`config.mk`:
```
export PLATFORM = sky130hd
export DESIGN_NAME = stereo_gain_peak
export DESIGN_NICKNAME = d
export VERILOG_FILES = /design/src/rtl/stg_pkg.sv /design/src/rtl/abs_sat_mag.sv /design/src/rtl/peak_hold.sv /design/src/rtl/lin_atten.sv /design/src/rtl/stereo_gain_peak.sv
export SDC_FILE = /design/constraint.sdc
export NUM_CORES = 1
export LEC_CHECK = 0
export ABC_AREA = 1
export BUFFER_PORTS_ARGS = -buffer_cell sky130_fd_sc_hd__buf_2
export CORE_ASPECT_RATIO = 1.75
export CORE_UTILIZATION = 64
export CTS_CLUSTER_SIZE = 10
export DETAILED_ROUTE_END_ITERATION = 16
export PLACE_DENSITY = 0.84
export SLEW_MARGIN = 20
export SYNTH_ARGS = -nofsm -noshare
export SYNTH_HDL_FRONTEND = slang
export SYNTH_SLANG_ARGS = --single-unit
```
`constraint.sdc`:
```
create_clock -name clk -period 6.7 [get_ports clk]
set_input_delay 1.005 -clock clk [delete_from_list [all_inputs] [get_ports clk]]
set_output_delay 1.005 -clock clk [all_outputs]
set_load 0.1 [all_outputs]
```
`src/rtl/stg_pkg.sv`:
```
// Package: shared channel indexing for the stereo volume/peak block.
// Assumes exactly two channels, left at index 0 and right at index 1.
package stg_pkg;
    localparam int NUM_CH = 2;
    typedef enum logic {
        CH_LEFT  = 1'b0,
        CH_RIGHT = 1'b1
    } chan_e;
endpackage

```
`src/rtl/abs_sat_mag.sv`:
```
// Module: absolute magnitude of a signed sample, one bit narrower than the input.
// Assumes two's complement input; the most negative code saturates to the
// largest positive magnitude so the result always fits in W-1 bits.
module abs_sat_mag #(
    parameter int W = 24
) (
    input  logic [W-1:0] din,
    output logic [W-2:0] mag
);
    localparam logic [W-1:0] MOST_NEG = {1'b1, {(W-1){1'b0}}};

    logic [W-1:0] negated;

    // Purpose: form the two's complement negation of the sample.
    always_comb begin
        negated = ~din + 1'b1;
    end

    // Purpose: choose the positive value, saturating the single overflow case.
    always_comb begin
        if (!din[W-1]) begin
            mag = din[W-2:0];
        end else if (din == MOST_NEG) begin
            mag = {(W-1){1'b1}};
        end else begin
            mag = negated[W-2:0];
        end
    end
endmodule

```
`src/rtl/peak_hold.sv`:
```
// Module: per-channel running maximum of sample magnitude with clear-on-read.
// Assumes clr is asserted for exactly the cycle of the read; a sample arriving
// in that same cycle becomes the new starting value instead of zero.
module peak_hold #(
    parameter int MW = 23
) (
    input  logic          clk,
    input  logic          rst_n,
    input  logic          smp_vld,
    input  logic [MW-1:0] smp_mag,
    input  logic          clr,
    output logic [MW-1:0] peak
);
    logic bigger;

    // Purpose: compare the new magnitude against the held maximum.
    always_comb begin
        bigger = smp_mag > peak;
    end

    // Purpose: hold, grow, clear or reload the peak register.
    always_ff @(posedge clk) begin
        if (!rst_n) begin
            peak <= '0;
        end else if (clr) begin
            peak <= smp_vld ? smp_mag : '0;
        end else if (smp_vld && bigger) begin
            peak <= smp_mag;
        end
    end
endmodule

```
`src/rtl/lin_atten.sv`:
```
// Module: registered linear attenuator, out = floor(in * (2^VW - vol) / 2^VW).
// Assumes vol = 0 is unity gain; the output register loads only on en and
// holds its value otherwise.
module lin_atten #(
    parameter int W  = 24,
    parameter int VW = 8
) (
    input  logic                clk,
    input  logic                rst_n,
    input  logic                en,
    input  logic signed [W-1:0] din,
    input  logic [VW-1:0]       vol,
    output logic signed [W-1:0] dout
);
    localparam int            PW   = W + VW + 2;
    localparam logic [VW:0]   FULL = (VW+1)'(1) << VW;

    logic [VW:0]          gain;
    logic signed [PW-1:0] prod;
    logic signed [PW-1:0] scaled;

    // Purpose: turn the attenuation setting into a multiplier of 1..2^VW.
    always_comb begin
        gain = FULL - {1'b0, vol};
    end

    // Purpose: signed multiply followed by an arithmetic (flooring) shift.
    always_comb begin
        prod   = PW'(din) * $signed({1'b0, gain});
        scaled = prod >>> VW;
    end

    // Purpose: register the scaled sample when a new input is accepted.
    always_ff @(posedge clk) begin
        if (!rst_n) begin
            dout <= '0;
        end else if (en) begin
            dout <= scaled[W-1:0];
        end
    end
endmodule

```
`src/rtl/stereo_gain_peak.sv`:
```
// Module: stereo volume trim with per-channel peak hold and clear-on-read port.
// Assumes samples are signed DATA_W-bit values and a read takes one cycle:
// rd_req/rd_sel in one cycle, rd_valid/rd_peak in the next.
module stereo_gain_peak #(
    parameter int DATA_W = 24,
    parameter int VOL_W  = 8
) (
    input  logic              clk,
    input  logic              rst_n,
    input  logic              in_valid,
    input  logic [DATA_W-1:0] in_left,
    input  logic [DATA_W-1:0] in_right,
    input  logic [VOL_W-1:0]  vol_left,
    input  logic [VOL_W-1:0]  vol_right,
    input  logic              rd_req,
    input  logic              rd_sel,
    output logic              out_valid,
    output logic [DATA_W-1:0] out_left,
    output logic [DATA_W-1:0] out_right,
    output logic              rd_valid,
    output logic [DATA_W-2:0] rd_peak
);
    import stg_pkg::*;

    localparam int MAG_W = DATA_W - 1;

    logic [DATA_W-1:0] ch_in   [NUM_CH];
    logic [VOL_W-1:0]  ch_vol  [NUM_CH];
    logic [DATA_W-1:0] ch_out  [NUM_CH];
    logic [MAG_W-1:0]  ch_mag  [NUM_CH];
    logic [MAG_W-1:0]  ch_peak [NUM_CH];
    logic              ch_clr  [NUM_CH];

    // Purpose: map the named stereo ports onto channel-indexed arrays.
    always_comb begin
        ch_in[CH_LEFT]   = in_left;
        ch_in[CH_RIGHT]  = in_right;
        ch_vol[CH_LEFT]  = vol_left;
        ch_vol[CH_RIGHT] = vol_right;
        out_left         = ch_out[CH_LEFT];
        out_right        = ch_out[CH_RIGHT];
    end

    for (genvar ch = 0; ch < NUM_CH; ch++) begin : g_ch
        // Purpose: a read of this channel clears its peak register.
        always_comb begin
            ch_clr[ch] = rd_req && (rd_sel == 1'(ch));
        end

        abs_sat_mag #(.W(DATA_W)) u_mag (
            .din (ch_in[ch]),
            .mag (ch_mag[ch])
        );

        peak_hold #(.MW(MAG_W)) u_peak (
            .clk     (clk),
            .rst_n   (rst_n),
            .smp_vld (in_valid),
            .smp_mag (ch_mag[ch]),
            .clr     (ch_clr[ch]),
            .peak    (ch_peak[ch])
        );

        lin_atten #(.W(DATA_W), .VW(VOL_W)) u_att (
            .clk   (clk),
            .rst_n (rst_n),
            .en    (in_valid),
            .din   (ch_in[ch]),
            .vol   (ch_vol[ch]),
            .dout  (ch_out[ch])
        );
    end

    // Purpose: output strobe trails the input strobe by one register.
    always_ff @(posedge clk) begin
        if (!rst_n) begin
            out_valid <= 1'b0;
        end else begin
            out_valid <= in_valid;
        end
    end

    // Purpose: capture the selected peak before it is cleared, flag the result.
    always_ff @(posedge clk) begin
        if (!rst_n) begin
            rd_valid <= 1'b0;
            rd_peak  <= '0;
        end else begin
            rd_valid <= rd_req;
            if (rd_req) begin
                rd_peak <= ch_peak[rd_sel];
            end
        end
    end
endmodule

```
==> results.md, run 1 <==
* H-tree depth at 4
* Maximum vdd drop at between 600 and 700 uV
* Relative slew slack at 26.4%
* Largest net degree at the start of global routing at 86
* Worst Hold Launch: g_ch[0].u_att.dout[6]
* Dpl ws at -0.0244 ns
* Total number of vias at 22,600
* Pwr dens at 544 nW/um2
* DP Cell Count at 3,918
* TritonRoute pass-1 iters at 6
* Fill cells at between 3,000 and 4,000
* Vias per Instance at 5.71
* Worst r2r path cells at 13
* Leak Pwr at 14.3 nW
* CP max FO at 15
* Die Wd at 145 um
* Final Hold Fails at 0
* CTS sink cnt at approximately 120
* I/O Pins at roughly 140
* Placer Congestion at 1.03
* Async SR Flop Fraction at 0%
* Status: complete, no violations
* Final Routed Wirelength at 79.0 mm
* Fin crit period at roughly 6.4 ns
* MaxCap Viol Count at 0
* Vias in the first global route at about 24,000
* Worst R2R Start: g_ch[1].u_peak.peak[14]
* Drt drc at 0
* Starting DRT DRC Count at 1,643
* Share of the clock period used by the worst path at a little over nine tenths
* Total power at 13.8 mW
* Cell taking the most area after synthesis: fa_1
* Startpoint Class: input pin
* Post-synth EDFFs at 0
* Crit path required time at 7.08 ns
* Post-route ant nets at 0
* Final Core Density at 71.9%
* Layout Skew at 0.0150 ns
* Crit path top cell by count: nand2_1
* Grt ovf at 0
* Die Area at roughly 36,000 um2
* Synth top area cells: fa_1 (30%), nand2_1 (12%), inv_1 (11%), dfxtp_1 (10%), ha_1 (10%)
* Synth-to-layout area growth at 10.8%
* CP peak stage delay at 0.52 ns
* Clock Path Buffers at 2
* Mapped Avg Cell Area at 6.92 um2
* Tot GR Track Use at 46.5%
* Later-pin clock latency in the skew report at 0.45 ns
* Hold path endpoint: g_ch[0].u_att.dout[6]
* Crit path kind: in2reg
* CP bufs+invs at 9
* Top_reg_cell synth: dfxtp_1
* Number of port buffers at 141
* Flops & latches, synth at 119
* Core area at 35,200 um2
* FF/Latch Area at 2380 um2
* CTS tree: built
* Initial antenna violation count at 13
* Worst Hold Depth at 2
* Die height at 252 um
* Post-synth top cells: nand2_1 (745), inv_1 (666), nor2_1 (530), fa_1 (340), nand3_1 (191)
* Synth unique cells at 45
* Setup-failing EPs final at 0
* Slew @ Worst Pin at around 1.1 ns
* Slew Viols, Final at 0
* Syn nets at 3,891
* Worst Hold Class: reg2reg
* Drt wl/cell at between 15 and 20 um
* Clock slew at reported path FFs at around 0.070 ns
* Top delay family on crit path: adder cells
* Sequential share of the synthesized area at 10.4%
* Worst setup EP type: register
* Fmax at 156 MHz
* Reg2Reg Capture Point: g_ch[1].u_peak.peak[20]
* DPL Wire Length at around 64 mm
* Synth warnings at 0
* Root Driver: clkbuf_16
* Share of cells above drive strength 1 at 10.6%
* Yosys top cell area share at 29.8%
* CP arrival at 6.79 ns
* Post-layout nets at 4,063
* Post-Syn Area at 22,800 um2
* Row count at 91
* First-pass GRT wire length at 125 mm
* Initial core utilization at 64.9%
* PnR worst setup slack at 0.294 ns
* CTS Buf Count at 17
* Post-Layout Cell Count at just under 4,000
* Critical-path top delay cell: fa_1
* R2R setup slack at 3.54 ns
* Multi-input gate area at 17,500 um2
* RSZ-0062 raised after global routing: no
* Gate Count Post-Synth at 3,300
* Number of setup buffers added after CTS at 0
* Most common cell in the netlist: nand2_1
-- worst max path at each step --
stage | from | to | depth (start not counted)
floorplan | vol_left[0] | g_ch[0].u_att.dout[19] | 26
global placement | vol_left[0] | g_ch[0].u_att.dout[22] | 31
detailed placement | vol_right[0] | g_ch[1].u_att.dout[17] | 27
CTS | vol_left[0] | g_ch[0].u_att.dout[12] | 30
global route | vol_right[0] | g_ch[1].u_att.dout[23] | 31
finish | vol_right[0] | g_ch[1].u_att.dout[23] | 29
-- power by group --
group          internal [mW]  switching, mW  leakage, nW
clock                  0.520          0.419        0.274
sequential             0.890          0.113        0.986
combinational           4.21           7.61         13.1
-- flip-flops by register name, summed over array words and instances (netlist names) --
register	flops
g_ch.u_att.dout	48
g_ch.u_peak.peak	46
out_valid	1
rd_peak	23
rd_valid	1
-- layout make-up --
type                       count  share of cell area (%)
inverter                     681                    10.1
multi-input combinational   2387                    69.0
sequential                   119                    9.41
tap                          465                    2.30
timing repair buffer         266                    6.84
clock buffer                  18                    1.70
antenna                       11                   0.109
clock inverter                14                   0.554
-- metrics by stage --
stage,cell area (um2),setup TNS (ns),hold WS (ns)
after floorplan,22800,0,0.483
after global placement,24700,0,0.464
after detailed placement,24700,-0.0452,0.502
after CTS,25300,0,0.522
after global routing,25300,0,0.551
final,25300,0,0.517
-- cell families after synthesis --
logic type | Yosys count | share of synthesized area (%)
AO/OA/AOI/OAI | 259 | 6.44
adder cells (fa/ha/maj) | 522 | 39.8
flip-flops | 119 | 10.4
buffers and inverters | 794 | 13.3
XOR/XNOR | 29 | 1.11
AND/OR/NAND/NOR | 1577 | 28.9
-- cells in the final DEF (no fill, tap or decap), drive strengths merged, types with 11 or more instances in the layout --
master | Yosys | final
nand2 | 745 | 745
inv | 675 | 680
nor2 | 556 | 556
fa | 340 | 340
buf | 27 | 266
nand3 | 205 | 205
ha | 182 | 182
dfxtp | 119 | 119
a21oi | 101 | 101
o21ai | 97 | 97
xor2 | 24 | 24
nor3 | 24 | 24
o221ai | 23 | 23
nand4 | 21 | 21
clkbuf | 86 | 18
o21bai | 12 | 12
diode | 0 | 11
or2 | 11 | 11
clkinv | 6 | 11
-- repair_timing --
action,CTS,global route
endpoints found under the setup margin,0,10
hold buffers,0,0
resized for setup,0,7
-- metal layers --
metal / vias up / track usage [%] / share of wire [%]
li1: 10300 / - / -
met4: 2 / 49.9 / 12
met5: - / 0 / 0.016
met2: 1139 / 76.1 / 50
met1: 10600 / 43.0 / 30
met3: 541 / 15.0 / 7.6
-- worst register-to-register path, stage by stage (launching register included) --
cell	delay (ns)
dfxtp_1	0.31
inv_1	0.08
ha_1	0.32
nand2_1	0.15
nor2_1	0.06
nor3_1	0.15
nand2_1	0.08
nand2_1	0.06
nand3_1	0.07
nand2_1	0.63
nand2_1	0.24
inv_1	0.70
nor2_1	0.12
nor2_1	0.13
Note: power is estimated with default switching activity, not from simulation.
==> run 2: changes to the inputs <==
--- a/config.mk
+++ b/config.mk
@@ -9,6 +9,7 @@
 export BUFFER_PORTS_ARGS = -buffer_cell sky130_fd_sc_hd__buf_2
 export CORE_ASPECT_RATIO = 1.75
 export CORE_UTILIZATION = 64
+export CTS_BUF_LIST = sky130_fd_sc_hd__clkbuf_8 sky130_fd_sc_hd__clkbuf_16
 export CTS_CLUSTER_SIZE = 10
 export DETAILED_ROUTE_END_ITERATION = 16
 export PLACE_DENSITY = 0.84
==> results.md, run 2 (synthesis gave the netlist of run 1 again) <==
* Design area at 25,300 um2 (unchanged)
* Critical Path Start: vol_right[0] (unchanged)
* CP arrival at 6.80 ns (was 6.79 ns)
* FF/Latch Area at 2380 um2 (unchanged)
* Power Internal at 5.62 mW (about the same)
* Slew Viols, Final at 0 (unchanged)
* Fmax at 156 MHz (about the same)
* Flop pwr share at 7.3% (about the same)
* Starting DRT DRC Count at 1,632 (was 1,643)
* PnR worst setup slack at 0.284 ns (was 0.294 ns)
* CP max FO at 16 (was 15)
* Post-route ant nets at 0 (unchanged)
* Die Area at 36,500 um2 (unchanged)
* Final Core Density at 71.9% (unchanged)
* Drt drc at 0 (unchanged)
* MaxCap Viol Count at 0 (unchanged)
* Post-layout nets at 4,063 (unchanged)
* Worst R2R Start: g_ch[1].u_peak.peak[14] (unchanged)
* Placer Congestion at 1.03 (unchanged)
* Biggest register: g_ch.u_att.dout (unchanged)
* Crit path top cell by count: nand2_1 (unchanged)
* Total power at 13.8 mW (about the same)
* Clock Path Buffers at 2 (unchanged)
* Vias in the first global route at 23,900 (unchanged)
* Switching Power at 8.14 mW (about the same)
* Commonest non-fill, non-tap cells in the layout: nand2_1 (744), inv_1 (666), nor2_1 (530) (was nand2_1 (744), inv_1 (665), nor2_1 (530))
* Clock Power Share at 6.8% (about the same)
* Comb power frac at 85.9% (about the same)
* DP Cell Count at 3,918 (unchanged)
* Reg2Reg Capture Point: g_ch[1].u_peak.peak[20] (unchanged)
* TritonRoute pass-1 iters at 7 (was 6)
* Final Hold Fails at 0 (unchanged)
* R2R setup slack at 3.54 ns (about the same)
* First-pass GRT wire length at 125 mm (unchanged)
* Initial antenna violation count at 13 (unchanged)
* Leak Pwr at 14.3 nW (about the same)
* Setup-failing EPs final at 0 (unchanged)
* Core area at 35,200 um2 (unchanged)
* Tot GR Track Use at 46.5% (unchanged)
* CTS sink cnt at 119 (unchanged)
* Crit path required time at 7.08 ns (about the same)
* Pwr dens at 544 nW/um2 (about the same)
* Worst r2r path cells at 13 (unchanged)
* Status: complete, no violations (unchanged)
* Relative slew slack at 27.6% (was 26.4%)
* Layout Skew at 0.0147 ns (was 0.0150 ns)
* Dpl ws at -0.0244 ns (unchanged)
* Worst setup EP type: register (unchanged)
* Top flop regs: g_ch.u_att.dout x48, g_ch.u_peak.peak x46, rd_peak x23 (unchanged)
* CTS tree: built (unchanged)
* Die Wd at 145 um (unchanged)
* Vias per Instance at 5.72 (was 5.71)
* Share of the clock period used by the worst path at 95.8% (was 95.6%)
* Cell area after placement at 24,700 um2 (unchanged)
* Number of port buffers at 141 (unchanged)
* Number of setup buffers added after CTS at 0 (unchanged)
* Largest net degree at the start of global routing at 86 (unchanged)
* Fin Setup TNS at 0 ns (unchanged)
* Startpoint Class: input pin (unchanged)
* Fin crit period at 6.42 ns (was 6.41 ns)
* Clock slew at reported path FFs at 0.07 ns (about the same)
* Initial core utilization at 64.9% (unchanged)
* Total number of vias at 22,600 (about the same)
* Worst Hold Depth at 2 (unchanged)
* Row count at 91 (unchanged)
* DPL Wire Length at 63.6 mm (unchanged)
* Final Routed Wirelength at 78.9 mm (was 79.0 mm)
* Slew @ Worst Pin at 1.09 ns (was 1.10 ns)
* Maximum vdd drop at 674 uV (unchanged)
* Synth-to-layout area growth at 10.8% (unchanged)
* Drt wl/cell at 19.9 um (about the same)
* Worst slack on hold paths at 0.517 ns (about the same)
* RSZ-0062 raised after global routing: no (unchanged)
* Worst Hold Class: reg2reg (unchanged)
* Later-pin clock latency in the skew report at 0.45 ns (about the same)
* Crit path kind: in2reg (unchanged)
* I/O Pins at 142 (unchanged)
* Post-Layout Cell Count at 3,961 (unchanged)
* Root Driver: clkbuf_16 (unchanged)
* Most common cell after layout, fill and taps aside: nand2_1 (unchanged)
* Max reg flops at 48 (unchanged)
* Grt ovf at 0 (unchanged)
* Critical path endpoint: g_ch[1].u_att.dout[23] (unchanged)
* Multi-input gate area at 17,500 um2 (unchanged)
* H-tree depth at 4 (unchanged)
* Share of cells above drive strength 1 at 10.6% (unchanged)
* Fill cells at 3,012 (unchanged)
* Switching share of total power at 59.1% (about the same)
* Critical-path top delay cell: fa_1 (unchanged)
* CTS Buf Count at 17 (unchanged)
* Die height at 252 um (unchanged)
* CP peak stage delay at 0.57 ns (was 0.52 ns)
run 2: how the worst min path moves through the flow:
stage / start / end / slack (ns)
after global routing: g_ch[1].u_att.dout[17] / g_ch[1].u_att.dout[17] / 0.55
after global placement: g_ch[1].u_att.dout[11] / g_ch[1].u_att.dout[11] / 0.46
after detailed placement: g_ch[1].u_att.dout[11] / g_ch[1].u_att.dout[11] / 0.50
after CTS: g_ch[0].u_att.dout[6] / g_ch[0].u_att.dout[6] / 0.52
final: g_ch[0].u_att.dout[6] / g_ch[0].u_att.dout[6] / 0.52
after floorplan: g_ch[1].u_peak.peak[0] / g_ch[1].u_peak.peak[0] / 0.48
run 2: worst max-delay path, delay by kind of cell:
family	cells	cell delay [ns]
adder cells (fa/ha/maj)	7	3.08
buffers and inverters	9	0.93
AND/OR/NAND/NOR	12	1.10
AO/OA/AOI/OAI	3	0.67
run 2: per-layer routing:
layer	share of wire, %	up-vias	GRT usage (%)
li1	-	10300	-
met1	30	10600	43.0
met2	50	1142	76.1
met3	7.7	538	15.0
met4	12	2	49.9
met5	0.016	-	0
run 2: power groups by stage:
stage / combinational, mW / sequential, mW / clock (mW)
floorplan: 6.48 / 1.85 / 0
global placement: 11.3 / 1.00 / 0
detailed placement: 11.4 / 1.01 / 0
CTS: 11.5 / 0.994 / 0.935
global route: 13.0 / 1.02 / 0.976
finish: 11.8 / 1.00 / 0.936
run 2: repair_timing:
item,in CTS,in global routing
hold buffers,0,0
gates resized for setup,0,7
setup endpoints to repair,0,10
run 2: cell type report:
cell class / instances / share of cell area (%)
antenna: 11 / 0.109
clock buffer: 17 / 1.68
clock inverter: 15 / 0.568
inverter: 681 / 10.1
multi-input combinational: 2387 / 69.0
sequential: 119 / 9.41
tap: 465 / 2.30
timing repair buffer: 266 / 6.84
